<file path="src/rtl/burst_col_pkg.sv">
package burst_col_pkg;
  // Strobes from the sequencer to the address datapath
  typedef struct packed {
    logic load;  // capture start column and mode, clear beat count
    logic step;  // advance to the next beat
  } pathCtrl_t;

  localparam logic [2:0] LEN_FULL = 3'b111;
endpackage

</file>
<file path="src/rtl/burstColCtrl.sv">
module burstColCtrl
  import burst_col_pkg::*;
(
  input  logic      clk,
  input  logic      rstN,
  input  logic      startStb,
  input  logic      termStb,
  input  logic      lastBeat,
  output pathCtrl_t ctl,
  output logic      active
);
  always_comb begin
    ctl = '0;
    if (!active) ctl.load = startStb && !termStb;
    else if (!termStb && !lastBeat) ctl.step = 1'b1;
  end

  always_ff @(posedge clk) begin
    if (!rstN) active <= 1'b0;
    else if (!active) active <= ctl.load;
    else if (termStb || lastBeat) active <= 1'b0;
  end

  // no capture while a burst runs
  a_r9_no_reload: assert property (@(posedge clk) disable iff (!rstN)
    (active && startStb) |-> !ctl.load);
endmodule

</file>
<file path="src/rtl/burstColPath.sv">
module burstColPath
  import burst_col_pkg::*;
#(
  parameter int COL_W = 9
) (
  input  logic             clk,
  input  logic             rstN,
  input  pathCtrl_t        ctl,
  input  logic [COL_W-1:0] colIn,
  input  logic [3:0]       modeIn,
  output logic [COL_W-1:0] colAddr,
  output logic             lastBeat
);
  logic [COL_W-1:0] baseCol, beat, blkMask, offset, walked;
  logic [2:0]       lenCode;
  logic             interl, fullPg;

  always_ff @(posedge clk) begin
    if (!rstN) begin
      baseCol <= '0;
      lenCode <= '0;
      interl  <= 1'b0;
      beat    <= '0;
    end else if (ctl.load) begin
      baseCol <= colIn;
      lenCode <= modeIn[2:0];
      interl  <= modeIn[3];
      beat    <= '0;
    end else if (ctl.step) begin
      beat    <= beat + 1'b1;
    end
  end

  always_comb begin
    case (lenCode)
      3'b001:   blkMask = COL_W'(1);
      3'b010:   blkMask = COL_W'(3);
      3'b011:   blkMask = COL_W'(7);
      LEN_FULL: blkMask = '1;
      default:  blkMask = '0;
    endcase
  end

  assign fullPg = (lenCode == LEN_FULL);
  assign offset = baseCol & blkMask;

  // Ordering variant: interleave is per-bit XOR, sequential is an add
  always_comb begin
    if (interl && !fullPg) walked = offset ^ beat;
    else                   walked = offset + beat;
  end

  assign colAddr  = (baseCol & ~blkMask) | (walked & blkMask);
  assign lastBeat = !fullPg && (beat == blkMask);

  // the block above the wrap bits never moves within a burst
  a_r4_block_fixed: assert property (@(posedge clk) disable iff (!rstN)
    ctl.step |=> ((colAddr & ~blkMask) == $past(colAddr & ~blkMask)));
  // captured start column holds while stepping
  a_r9_base_stable: assert property (@(posedge clk) disable iff (!rstN)
    ctl.step |=> $stable(baseCol));
endmodule

</file>
<file path="src/rtl/sdram_burst_col_gen.sv">
module sdram_burst_col_gen
  import burst_col_pkg::*;
#(
  parameter int COL_W = 9
) (
  input  logic             clk,
  input  logic             rstN,
  input  logic             startStb,
  input  logic             termStb,
  input  logic [COL_W-1:0] startCol,
  input  logic [3:0]       burstMode,
  output logic [COL_W-1:0] colAddr,
  output logic             colValid,
  output logic             colLast
);
  pathCtrl_t ctl;
  logic      active, lastBeat;

  burstColCtrl u_ctrl (
    .clk(clk), .rstN(rstN), .startStb(startStb), .termStb(termStb),
    .lastBeat(lastBeat), .ctl(ctl), .active(active)
  );

  burstColPath #(.COL_W(COL_W)) u_path (
    .clk(clk), .rstN(rstN), .ctl(ctl), .colIn(startCol), .modeIn(burstMode),
    .colAddr(colAddr), .lastBeat(lastBeat)
  );

  assign colValid = active;
  assign colLast  = active && lastBeat;

  a_r1_last_needs_valid: assert property (@(posedge clk) disable iff (!rstN)
    colLast |-> colValid);
  a_r2_first_beat: assert property (@(posedge clk) disable iff (!rstN)
    (!colValid && startStb && !termStb) |=> (colValid && colAddr == $past(startCol)));
  a_r3_last_ends: assert property (@(posedge clk) disable iff (!rstN)
    colLast |=> !colValid);
  a_r8_term_ends: assert property (@(posedge clk) disable iff (!rstN)
    (colValid && termStb) |=> !colValid);
  a_r10_term_idle: assert property (@(posedge clk) disable iff (!rstN)
    (!colValid && termStb) |=> !colValid);
endmodule

</file>
<file path="config.mk">
export PLATFORM = sky130hd
export DESIGN_NAME = sdram_burst_col_gen
export DESIGN_NICKNAME = d
export VERILOG_FILES = /design/src/rtl/burst_col_pkg.sv /design/src/rtl/burstColCtrl.sv /design/src/rtl/burstColPath.sv /design/src/rtl/sdram_burst_col_gen.sv
export SDC_FILE = /design/constraint.sdc
export NUM_CORES = 1
export LEC_CHECK = 0
export BUFFER_PORTS_ARGS = -buffer_cell sky130_fd_sc_hd__buf_4
export CAP_MARGIN = 15
export CORE_UTILIZATION = 56
export DETAILED_ROUTE_END_ITERATION = 8
export PLACE_DENSITY_LB_ADDON = 0.05
export SLEW_MARGIN = 20
export SYNTH_ARGS = -nofsm -noshare
export SYNTH_HDL_FRONTEND = slang
export SYNTH_SLANG_ARGS = --single-unit
</file>
<file path="constraint.sdc">
create_clock -name clk -period 2.9 [get_ports clk]
set_input_delay 0.435 -clock clk [delete_from_list [all_inputs] [get_ports clk]]
set_output_delay 0.435 -clock clk [all_outputs]
set_load 0.01 [all_outputs]
</file>
======== Word level (Yosys, flattened, before mapping) ========
Index checks and enable logic that the tools add are counted.
W data, S select, Z words.
word-level totals
  output and inout bits ................... 11
  word-level logic and storage cells ...... 36
  bits in registers ....................... 23
  input bits .............................. 17
operators by class
  add/subtract/negate cells ............... 2
  bitwise gates (word level) .............. 7
  equal/unequal tests ..................... 5
  muxes and demuxes ....................... 7
  reduce and logical (&&, ||, !) cells .... 10
operators with widths
  operator               count
  $pmux W9 S4            1
  $and A9 B9 Y9          3
  $add A9 B1 Y9 const B  1
  $add A9 B9 Y9          1
  $eq A9 B9 Y1           1
  $mux W9                1
  $not A9 Y9             1
  $or A9 B9 Y9           1
  $xor A9 B9 Y9          1
  $eq A3 B2 Y1 const B   2
  $logic_and A1 B1 Y1    5
  $mux W1                5
  $eq A3 B1 Y1 const B   1
  $eq A3 B3 Y1 const B   1
  $logic_not A1 Y1       3
  $reduce_or A2 Y1       1
  $logic_or A1 B1 Y1     1
  $not A1 Y1             1

======== Logic depth before layout (Yosys ltp) ========
Gate-level depths: netlist of run 1.
  depth after elaboration ................. 8
  gate-level depth with buffers ........... 12
  gate-level depth less buffers ........... 11

======== Modules after synthesis ========
Synthesis of run 1 repeated with hierarchy kept, for this count alone.
second synthesis, totals
  cell total of the unflattened synthesis .. 188
  area total of the unflattened synthesis .. 1,567.8 um^2
modules (own cells, without submodules)
  module               sequential area each (um^2)  times used  area each (um^2)  cells each
  burstColPath         440.4                        1           1,508.9           181
  burstColCtrl         20.0                         1           52.6              6
  sdram_burst_col_gen  0.0                          1           6.3               1

======== Least setup slack after synthesis of run 1 ========
Ideal clock, no wire load.
  kind .................................... reg2out
  from .................................... reg u_path.lenCode[1]
  to ...................................... out colAddr[5]
  data arrival time ....................... 2,286 ps
  buffers on the path ..................... 1
  stages on the path, launching flop included .. 11
  slack ................................... 179 ps
  required time ........................... 2,465 ps
  cells stage by stage .................... dfxtp_1 buf_6 nand2_1 nor2_1 and2_1 ha_1 and2_1 a22o_1 o21a_1 o21a_1 o31ai_1
between the ends
  cells in the longest elaborated chain, start to end .. 7
  elaborated cells on any way between the ends .. 15
  classes of those cells .................. add/sub: 1; eq/ne: 4; mux: 2; bitwise: 6; reduce/logical: 2
ends and longest elaborated chain
  what                                            RTL line                                RTL
  start: declaration                              burstColPath.sv:15                      logic [2:0] lenCode;
  start signal: assignment                        burstColPath.sv:26                      lenCode <= modeIn[2:0];
  $eq A3 B3 Y1 (tied with other cells)            burstColPath.sv:35, burstColPath.sv:44
  $pmux W9 S4                                     burstColPath.sv:35                      case (lenCode)
  $and A9 B9 Y9                                   burstColPath.sv:45                      assign offset = baseCol & blkMask;
  $add A9 B9 Y9 or $xor A9 B9 Y9 (tied branches)  burstColPath.sv:50, burstColPath.sv:49
  $mux W9                                         burstColPath.sv:49                      if (interl && !fullPg) walked = offset ^ beat;
  $and A9 B9 Y9                                   burstColPath.sv:53                      assign colAddr = (baseCol & ~blkMask) | (walked & blkMask);
  $or A9 B9 Y9 *                                  burstColPath.sv:53
  end: declaration                                sdram_burst_col_gen.sv:12               output logic [COL_W-1:0] colAddr,
Mark *: on every way between the ends. The rest lies on a longest branch, timed or not.

======== Final worst setup path of run 1 ========
  from .................................... reg u_path.lenCode[0]
  to ...................................... out colAddr[5]
Same word-level chain as after synthesis.

==> impl_summary.log, run 1 <==
[metrics] status: finished with violations
[metrics] violated checks: DRC, setup timing
[metrics] Worst Hold Class: in2reg
[metrics] Worst Hold Depth: 2
[metrics] layout overhead on the synthesized area: 26.4%
[metrics] number of H-tree levels: 1
[metrics] detailed placer's ending HPWL: about 2900 um
[metrics] RePlAce Congestion: 0.955
[metrics] Clock Latency Late Sink: 0.32 ns
[metrics] vias in the first global route: 1,613
[metrics] Post-Syn Area per Cell: 7.99 um^2
[metrics] routed wire length per instance: between 10 and 15 um
[metrics] ratio of cells with drive above 1 in the final layout: a little under a third
[metrics] Post-Synthesis Net Count: 240
[metrics] count of cell instances traversed by the critical path: 10
[metrics] Slowest cell on crit path: sky130_fd_sc_hd__dfxtp_4
[metrics] classification of the worst setup path: reg2out
[metrics] Die H: 57.1 um
[metrics] static leakage: about 0.00087 uW
[metrics] Max Buffers Root-to-Sink: 2
[metrics] most used flip-flop cell after synthesis: sky130_fd_sc_hd__dfxtp_1
[metrics] buffers added on ports: 27
[metrics] transition at the pin with the smallest max-transition slack: roughly 0.49 ns
[metrics] register area share after synthesis: between 20% and 30%
[metrics] logic depth of the worst register-to-register path: 5
[metrics] CP peak stage delay: between 0.4 and 0.5 ns
[metrics] number of buffers created by CTS: 3
[metrics] leftover overflow at the end of global routing: 0
[metrics] count of yosys warnings during synthesis: 0
[metrics] Clock transition at path regs: approximately 0.13 ns
[metrics] final setup skew: 0.00638 ns
[metrics] Max Transition Viols Final: 0
[metrics] time the worst path needs with I/O delays and setup: approximately 3 ns
[metrics] Initial Utilization: 60.2%
[metrics] post-synthesis cell area: about 0.0017 mm^2
[metrics] total wirelength of the detailed-routed design: roughly 4200 um
[metrics] total of flip-flops plus latches after synthesis: 23
[metrics] worst hold slack: about 0.29 ns
[metrics] number of nets in the layout: between 200 and 300
[metrics] post-route DRC violation count: 4
[metrics] fin area: ~0.0022 mm^2
[metrics] worst voltage drop across the vdd grid: about 0.26 mV
[metrics] largest net degree at the start of global routing: 17
[metrics] area enclosed by the die boundary: ~0.0033 mm^2
[metrics] CTS tree: built
[metrics] standard cell area after detailed placement: roughly 0.0019 mm^2
[metrics] worst path buffer plus inverter count: 1
[metrics] number of instances in the synthesized netlist: 213
[metrics] Max Cap Violations: 0
[metrics] commonest cells after routing, fill and taps aside: 42 x sky130_fd_sc_hd__nand2_1, 38 x sky130_fd_sc_hd__buf_4, 20 x sky130_fd_sc_hd__dfxtp_1
[metrics] initial antenna violation count: 0
[metrics] total I/O pin count: 28
[metrics] tightest slew margin relative to the limit: a little under 70%
[metrics] post-route fraction of the period consumed by the critical path: 103%
[metrics] Critical Path AT: 2.55 ns
[metrics] number of antenna diodes: 0
[metrics] first-pass GRT wire length: around 6800 um
[metrics] Iteration-0 DRC Markers: 57
[metrics] maximum frequency from static timing analysis: ~330 MHz
[metrics] Finish-stage setup viols: 5
[metrics] Setup crit end kind: output pin
[metrics] cell family contributing the most delay on the critical path: compound AO/OA/AOI/OAI gates
[metrics] GRT Resource Usage Total: a little over a quarter
[metrics] critical path fanouts, max: 5
[metrics] number of hold-repair buffers added at the cts stage: 0
[metrics] proportion of register bits with asynchronous set or reset after synthesis: 0%
[metrics] final-report hold violation count: 0
[metrics] Cell Chain, Critical Path: nand2_4, nor2_2, and2_1, ha_1, and2_1, a22o_4, o21a_1, o21a_1, o31ai_2, buf_4
[metrics] most common cell after layout, fill and taps aside: sky130_fd_sc_hd__nand2_1
[metrics] number of clock sinks: 23
[metrics] master cell of the clock root buffer: sky130_fd_sc_hd__clkbuf_4
[metrics] Core Area: 0.00283 mm^2
[metrics] Netlist cell types: 50
[metrics] final worst setup slack: -0.0861 ns
[metrics] element type at the critical path start: register
[metrics] horizontal die dimension: ~57 um
[metrics] Vias/cell: between 5 and 6
[metrics] number of enable-type register cells in the synthesized netlist: 0
[metrics] Detailed Routing Iterations Pass 1: 6
[metrics] RSZ-0062 raised after global routing: true
[metrics] residual antenna-violating net count after detailed routing: 0
[metrics] number of rows in the core area: 19
[metrics] Power Dens Cells: 272 mW/mm^2
[metrics] total via count after detailed routing: between 1,500 and 2,000
[metrics] register-to-register setup slack: about 1.2 ns
[metrics] data required time at the worst endpoint: roughly 2.5 ns
[flip-flops by register name (all words and copies together), names as in the netlist]
| name | flops |
|---|---|
| u_ctrl.active | 1 |
| u_path.baseCol | 9 |
| u_path.beat | 9 |
| u_path.interl | 1 |
| u_path.lenCode | 3 |
[through the flow]
stage | std cells | util (%) | power (uW) | worst slack [ns] | setup TNS (ns)
6_report | 280 | 76.0 | 585 | -0.0861 | -0.343
5_1_grt | 280 | 76.0 | 614 | -0.194 | -0.866
4_1_cts | 279 | 73.2 | 587 | -0.123 | -0.394
3_5_place_dp | 268 | 68.3 | 432 | 0.0103 | 0
3_3_place_gp | 268 | 68.3 | 428 | 0.153 | 0
2_1_floorplan | 213 | - | 392 | 0.179 | 0
[cell type report]
type                    count  area, um^2
multi-input cells         179        1300
fillers                   213         678
flip-flops and latches     23         472
repair buffers             39         297
well taps                  31        38.8
clock buffers               3        22.5
inverters                   4        15.0
clock inverters             1        5.00
[worst reg2reg max path: cells and delay by family (launching register included)]
family,cells,cell delay [ns]
and+or+nand+nor,4,0.90
AOI/OAI and AO/OA,1,0.12
DFF,1,0.58
[power breakdown]
group          total (uW)  leakage [uW]  internal, uW  switching (uW)
logic                97.4      0.000665          51.6            45.8
registers             335      0.000189           324            10.8
clock network         153     0.0000177          51.7             102
[metal layers]
metal | share of wire (%) | routed length [um] | GRT usage, %
met1 | 45 | 1870 | 31.2
met2 | 50 | 2080 | 48.2
met3 | 3.2 | 132 | 3.85
met4 | 1.7 | 70 | 11.5
met5 | 0 | 0 | 0
[worst paths after layout]
| path | from | to |
|---|---|---|
| worst max-delay path | u_path.lenCode[0] | colAddr[5] |
| worst min-delay path | termStb | u_ctrl.active |
| worst max register to register | u_path.beat[2] | u_ctrl.active |
| worst min register to register | u_path.baseCol[3] | u_path.baseCol[3] |
[logic make-up after synthesis]
kind of cell,count (synthesis),share of synthesized area (%)
and+or+nand+nor,106,33.3
xor gates and xnor gates,6,3.09
adders and majority gates,10,7.79
DFF,23,27.1
buffers and inverters,11,3.31
AOI/OAI and AO/OA,50,21.3
muxes,7,4.19
[synthesized netlist by cell type, types with 2 or more instances]
cell | n | share of area, %
sky130_fd_sc_hd__ha_1 | 9 | 6.6
sky130_fd_sc_hd__buf_6 | 2 | 1.3
sky130_fd_sc_hd__o21a_1 | 8 | 3.5
sky130_fd_sc_hd__nand3b_1 | 3 | 1.3
sky130_fd_sc_hd__a21oi_1 | 9 | 2.6
sky130_fd_sc_hd__o31ai_1 | 4 | 1.8
sky130_fd_sc_hd__mux2i_1 | 6 | 3.5
sky130_fd_sc_hd__clkbuf_1 | 4 | 0.88
sky130_fd_sc_hd__a21boi_1 | 10 | 4.4
sky130_fd_sc_hd__nor3b_1 | 4 | 1.8
sky130_fd_sc_hd__dfxtp_1 | 23 | 27
sky130_fd_sc_hd__and2_1 | 9 | 3.3
sky130_fd_sc_hd__nand4_1 | 2 | 0.74
sky130_fd_sc_hd__a21oi_2 | 2 | 1.0
sky130_fd_sc_hd__a21boi_0 | 3 | 1.3
sky130_fd_sc_hd__nand2_1 | 43 | 9.5
sky130_fd_sc_hd__xor2_1 | 2 | 1.0
sky130_fd_sc_hd__nand3_1 | 6 | 1.8
sky130_fd_sc_hd__nor3_1 | 5 | 1.5
sky130_fd_sc_hd__inv_1 | 4 | 0.88
sky130_fd_sc_hd__nor2_1 | 17 | 3.7
sky130_fd_sc_hd__and3_1 | 2 | 0.74
sky130_fd_sc_hd__a31oi_1 | 2 | 0.74
sky130_fd_sc_hd__nand2b_1 | 3 | 1.1
sky130_fd_sc_hd__xnor2_1 | 4 | 2.1
sky130_fd_sc_hd__o211ai_1 | 3 | 1.3
[repair_timing]
action / CTS / global route
buffers inserted: 7 / 1
endpoints found under the setup margin: 5 / 5
pin swaps: 8 / 9
resized for setup: 16 / 14
Power figures use the tool's default switching activity.
==> run 2, diff against run 1 <==
--- a/config.mk
+++ b/config.mk
@@ -8,5 +8,6 @@
 export BUFFER_PORTS_ARGS = -buffer_cell sky130_fd_sc_hd__buf_4
 export CAP_MARGIN = 15
-export CORE_UTILIZATION = 56
+export CORE_MARGIN = 1.5
+export CORE_UTILIZATION = 40
 export DETAILED_ROUTE_END_ITERATION = 8
 export PLACE_DENSITY_LB_ADDON = 0.05
==> constraint.sdc (replaced) <==
create_clock -name clk -period 2.9 [get_ports clk]
set_input_delay 0.435 -clock clk [delete_from_list [all_inputs] [get_ports clk]]
set_output_delay 0.435 -clock clk [all_outputs]
set_load 0.005 [all_outputs]
==> run 2 against run 1 <==
  * The flow finishes with violations (setup timing)
  * Core utilization shrank 22 points
  * Setup slack gained 0.080 ns
  * Sequential power about the same
  * Critical path depth increased by 2
  * Worst hold slack better by 0.064 ns
  * Count of clock-buffer cells in the layout stayed put
  * Total power is 9.4% higher
  * Sequential cell count unchanged
  * Design area increased by 1.3%
  * Register-to-register slack improved by 0.03 ns
  * Sequential share of layout area is 0.29 points lower
  * Critical path type unchanged
==> impl_summary.log, run 2 (synthesis gave the netlist of run 1 again) <==
[metrics] ratio of cells with drive above 1 in the final layout: 29.7% (-0.40 points)
[metrics] number of antenna diodes: 0 (unchanged)
[metrics] largest net degree at the start of global routing: 18 (+1)
[metrics] Core Area: 0.00406 mm^2 (+43%)
[metrics] layout overhead on the synthesized area: 28.1%
[metrics] biggest regs: u_path.baseCol (9), u_path.beat (9), u_path.lenCode (3)
[metrics] Psw: 169 uW (+6.9%)
[metrics] commonest cells after routing, fill and taps aside: 42 x sky130_fd_sc_hd__nand2_1, 38 x sky130_fd_sc_hd__buf_4, 20 x sky130_fd_sc_hd__dfxtp_1
[metrics] number of H-tree levels: 1 (unchanged)
[metrics] Finish-stage setup viols: 1 (-4)
[metrics] standard cell area after detailed placement: 0.00196 mm^2 (+1.6%)
[metrics] element type at the critical path start: register
[metrics] number of clock sinks: 23 (unchanged)
[metrics] Power Dens Cells: 294 mW/mm^2 (+8.0%)
[metrics] Internal Power: 471 uW (+10%)
[metrics] routed wire length per instance: 14.5 um (-2.1%)
[metrics] fin area: 0.00218 mm^2 (+1.3%)
[metrics] Detailed Routing Iterations Pass 1: 4 (-2)
[metrics] final setup skew: 0.00448 ns (-0.00191 ns)
[metrics] leftover overflow at the end of global routing: 0 (unchanged)
[metrics] maximum frequency from static timing analysis: 344 MHz (+2.7%)
[metrics] Iteration-0 DRC Markers: 81 (+42%)
[metrics] horizontal die dimension: 68.2 um (+19%)
[metrics] number of buffers created by CTS: 3 (unchanged)
[metrics] RePlAce Congestion: 0.833 (-13%)
[metrics] transition at the pin with the smallest max-transition slack: 0.553 ns (+0.0616 ns)
[metrics] time the worst path needs with I/O delays and setup: 2.91 ns (-0.0796 ns)
[metrics] total via count after detailed routing: 1,614 (-2.8%)
[metrics] GRT Resource Usage Total: 19.8% (-6.9 points)
[metrics] master cell of the clock root buffer: sky130_fd_sc_hd__clkbuf_8
[metrics] Clock Power Share: 33.2% (+7.0 points)
[metrics] initial antenna violation count: 0 (unchanged)
[metrics] Die H: 68.2 um (+19%)
[metrics] Setup crit end kind: output pin
[metrics] violated checks: setup timing
[metrics] most common cell after layout, fill and taps aside: sky130_fd_sc_hd__nand2_1
[metrics] residual antenna-violating net count after detailed routing: 0 (unchanged)
[metrics] Max Buffers Root-to-Sink: 2 (unchanged)
[metrics] worst voltage drop across the vdd grid: 0.158 mV (-39%)
[metrics] number of rows in the core area: 23 (+4)
[metrics] post-route DRC violation count: 0 (-4)
[metrics] Finished Core Util: 53.7% (-22 points)
[metrics] total wirelength of the detailed-routed design: 4340 um (+4.6%)
[metrics] status: finished with violations
[metrics] buffers added on ports: 27 (unchanged)
[metrics] static leakage: 0.000863 uW (-1.1%)
[metrics] Max Cap Violations: 0 (unchanged)
[metrics] data required time at the worst endpoint: 2.47 ns (about the same)
[metrics] post-route fraction of the period consumed by the critical path: 100% (-2.7 points)
[metrics] Max Transition Viols Final: 0 (unchanged)
[metrics] RSZ-0062 raised after global routing: true
[metrics] classification of the worst setup path: reg2out
[metrics] Critical Path AT: 2.47 ns (-0.08 ns)
[metrics] first-pass GRT wire length: 6980 um (+3.3%)
[metrics] Clock transition at path regs: 0.09 ns (-0.04 ns)
[metrics] Clock Latency Late Sink: 0.27 ns (-0.05 ns)
[metrics] total I/O pin count: 28 (unchanged)
[metrics] Comb pwr share: 14.7% (-1.9 points)
[metrics] number of nets in the layout: 277 (unchanged)
[metrics] tightest slew margin relative to the limit: 63.1% (-4.1 points)
[metrics] Worst Hold Class: in2reg
[metrics] area enclosed by the die boundary: 0.00465 mm^2 (+43%)
[metrics] Initial Utilization: 41.9% (-18 points)
[metrics] final worst setup slack: -0.00655 ns (+0.0796 ns)
[metrics] switching part of the total: 26.4% (-0.62 points)
[metrics] proportion of power drawn by flip-flops and latches: 52.2% (-5.0 points)
[metrics] vias in the first global route: 1,551 (-3.8%)
[metrics] critical path fanouts, max: 5 (unchanged)
[metrics] Vias/cell: 5.40 (-8.9%)
[metrics] CTS tree: built
[metrics] final-report hold violation count: 0 (unchanged)
[metrics] detailed placer's ending HPWL: 3170 um (+10%)
-- run 2: changes by cell type in the layout (fill, tap and decap cells not counted), sizes merged --
cell      delta
clkinv       -1
clkinvlp     +1
-- run 2: worst max-delay path, cell delays in order (launching register included) --
cell and delay [ns]:
sky130_fd_sc_hd__dfxtp_4 0.40, sky130_fd_sc_hd__nor2_4 0.04, sky130_fd_sc_hd__o21ai_2 0.13, sky130_fd_sc_hd__and2_4 0.17, sky130_fd_sc_hd__ha_4 0.12, sky130_fd_sc_hd__inv_2 0.03
sky130_fd_sc_hd__fa_2 0.34, sky130_fd_sc_hd__nor2b_2 0.14, sky130_fd_sc_hd__o31a_1 0.20, sky130_fd_sc_hd__o21a_1 0.21, sky130_fd_sc_hd__a21oi_2 0.07, sky130_fd_sc_hd__o211ai_1 0.21
sky130_fd_sc_hd__buf_4 0.15
-- run 2: routing by layer --
metal / up-vias / global-route usage, % / wire length (um)
li1: 823 / - / -
met2: 31 / 33.9 / 2150
met3: 10 / 3.95 / 176
met5: - / 0 / 0
met4: 0 / 8.00 / 85
met1: 750 / 24.1 / 1930
-- run 2: path summary, 6_finish.rpt --
check,startpoint,end,slack [ns],cells past startpoint
worst max-delay path,u_path.lenCode[0],colAddr[8],-0.007,12
worst min-delay path,termStb,u_ctrl.active,0.35,2
worst max register to register,u_path.beat[2],u_ctrl.active,1.24,5
worst min register to register,u_path.baseCol[7],u_path.baseCol[7],0.48,2
-- run 2: per-stage QoR --
stage	total power, uW	TNS, ns	setup WS [ns]	hold WS [ns]	cells
after CTS	646	-0.0940	-0.0507	0.350	296
after global placement	428	0	0.152	0.461	288
after global routing	679	-0.212	-0.115	0.342	299
after detailed placement	431	0	0.00397	0.467	288
after floorplan	389	0	0.277	0.441	213
final	640	-0.00655	-0.00655	0.355	299
-- run 2: timing repair --
| item | 4_1_cts | 5_1_grt |
|---|---|---|
| pin swaps | 10 | 13 |
| buffers inserted | 4 | 3 |
| endpoints found under the setup margin | 4 | 4 |
| resized for setup | 18 | 9 |
| hold buffers | 0 | 0 |
-- run 2: cell type report --
class | count | area [um^2]
fill | 377 | 1880
sequential | 23 | 472
inverter | 4 | 15.0
timing repair buffer | 39 | 297
tap | 50 | 62.6
clock inverter | 1 | 7.51
clock buffer | 3 | 41.3
multi-input combinational | 179 | 1280
-- run 2: power groups by stage --
stage,sequential [uW],combinational [uW],clock [uW]
global placement,341,86.8,0
finish,334,93.8,212
detailed placement,342,89.6,0
floorplan,339,49.7,0
CTS,334,94.0,218
global route,336,104,238
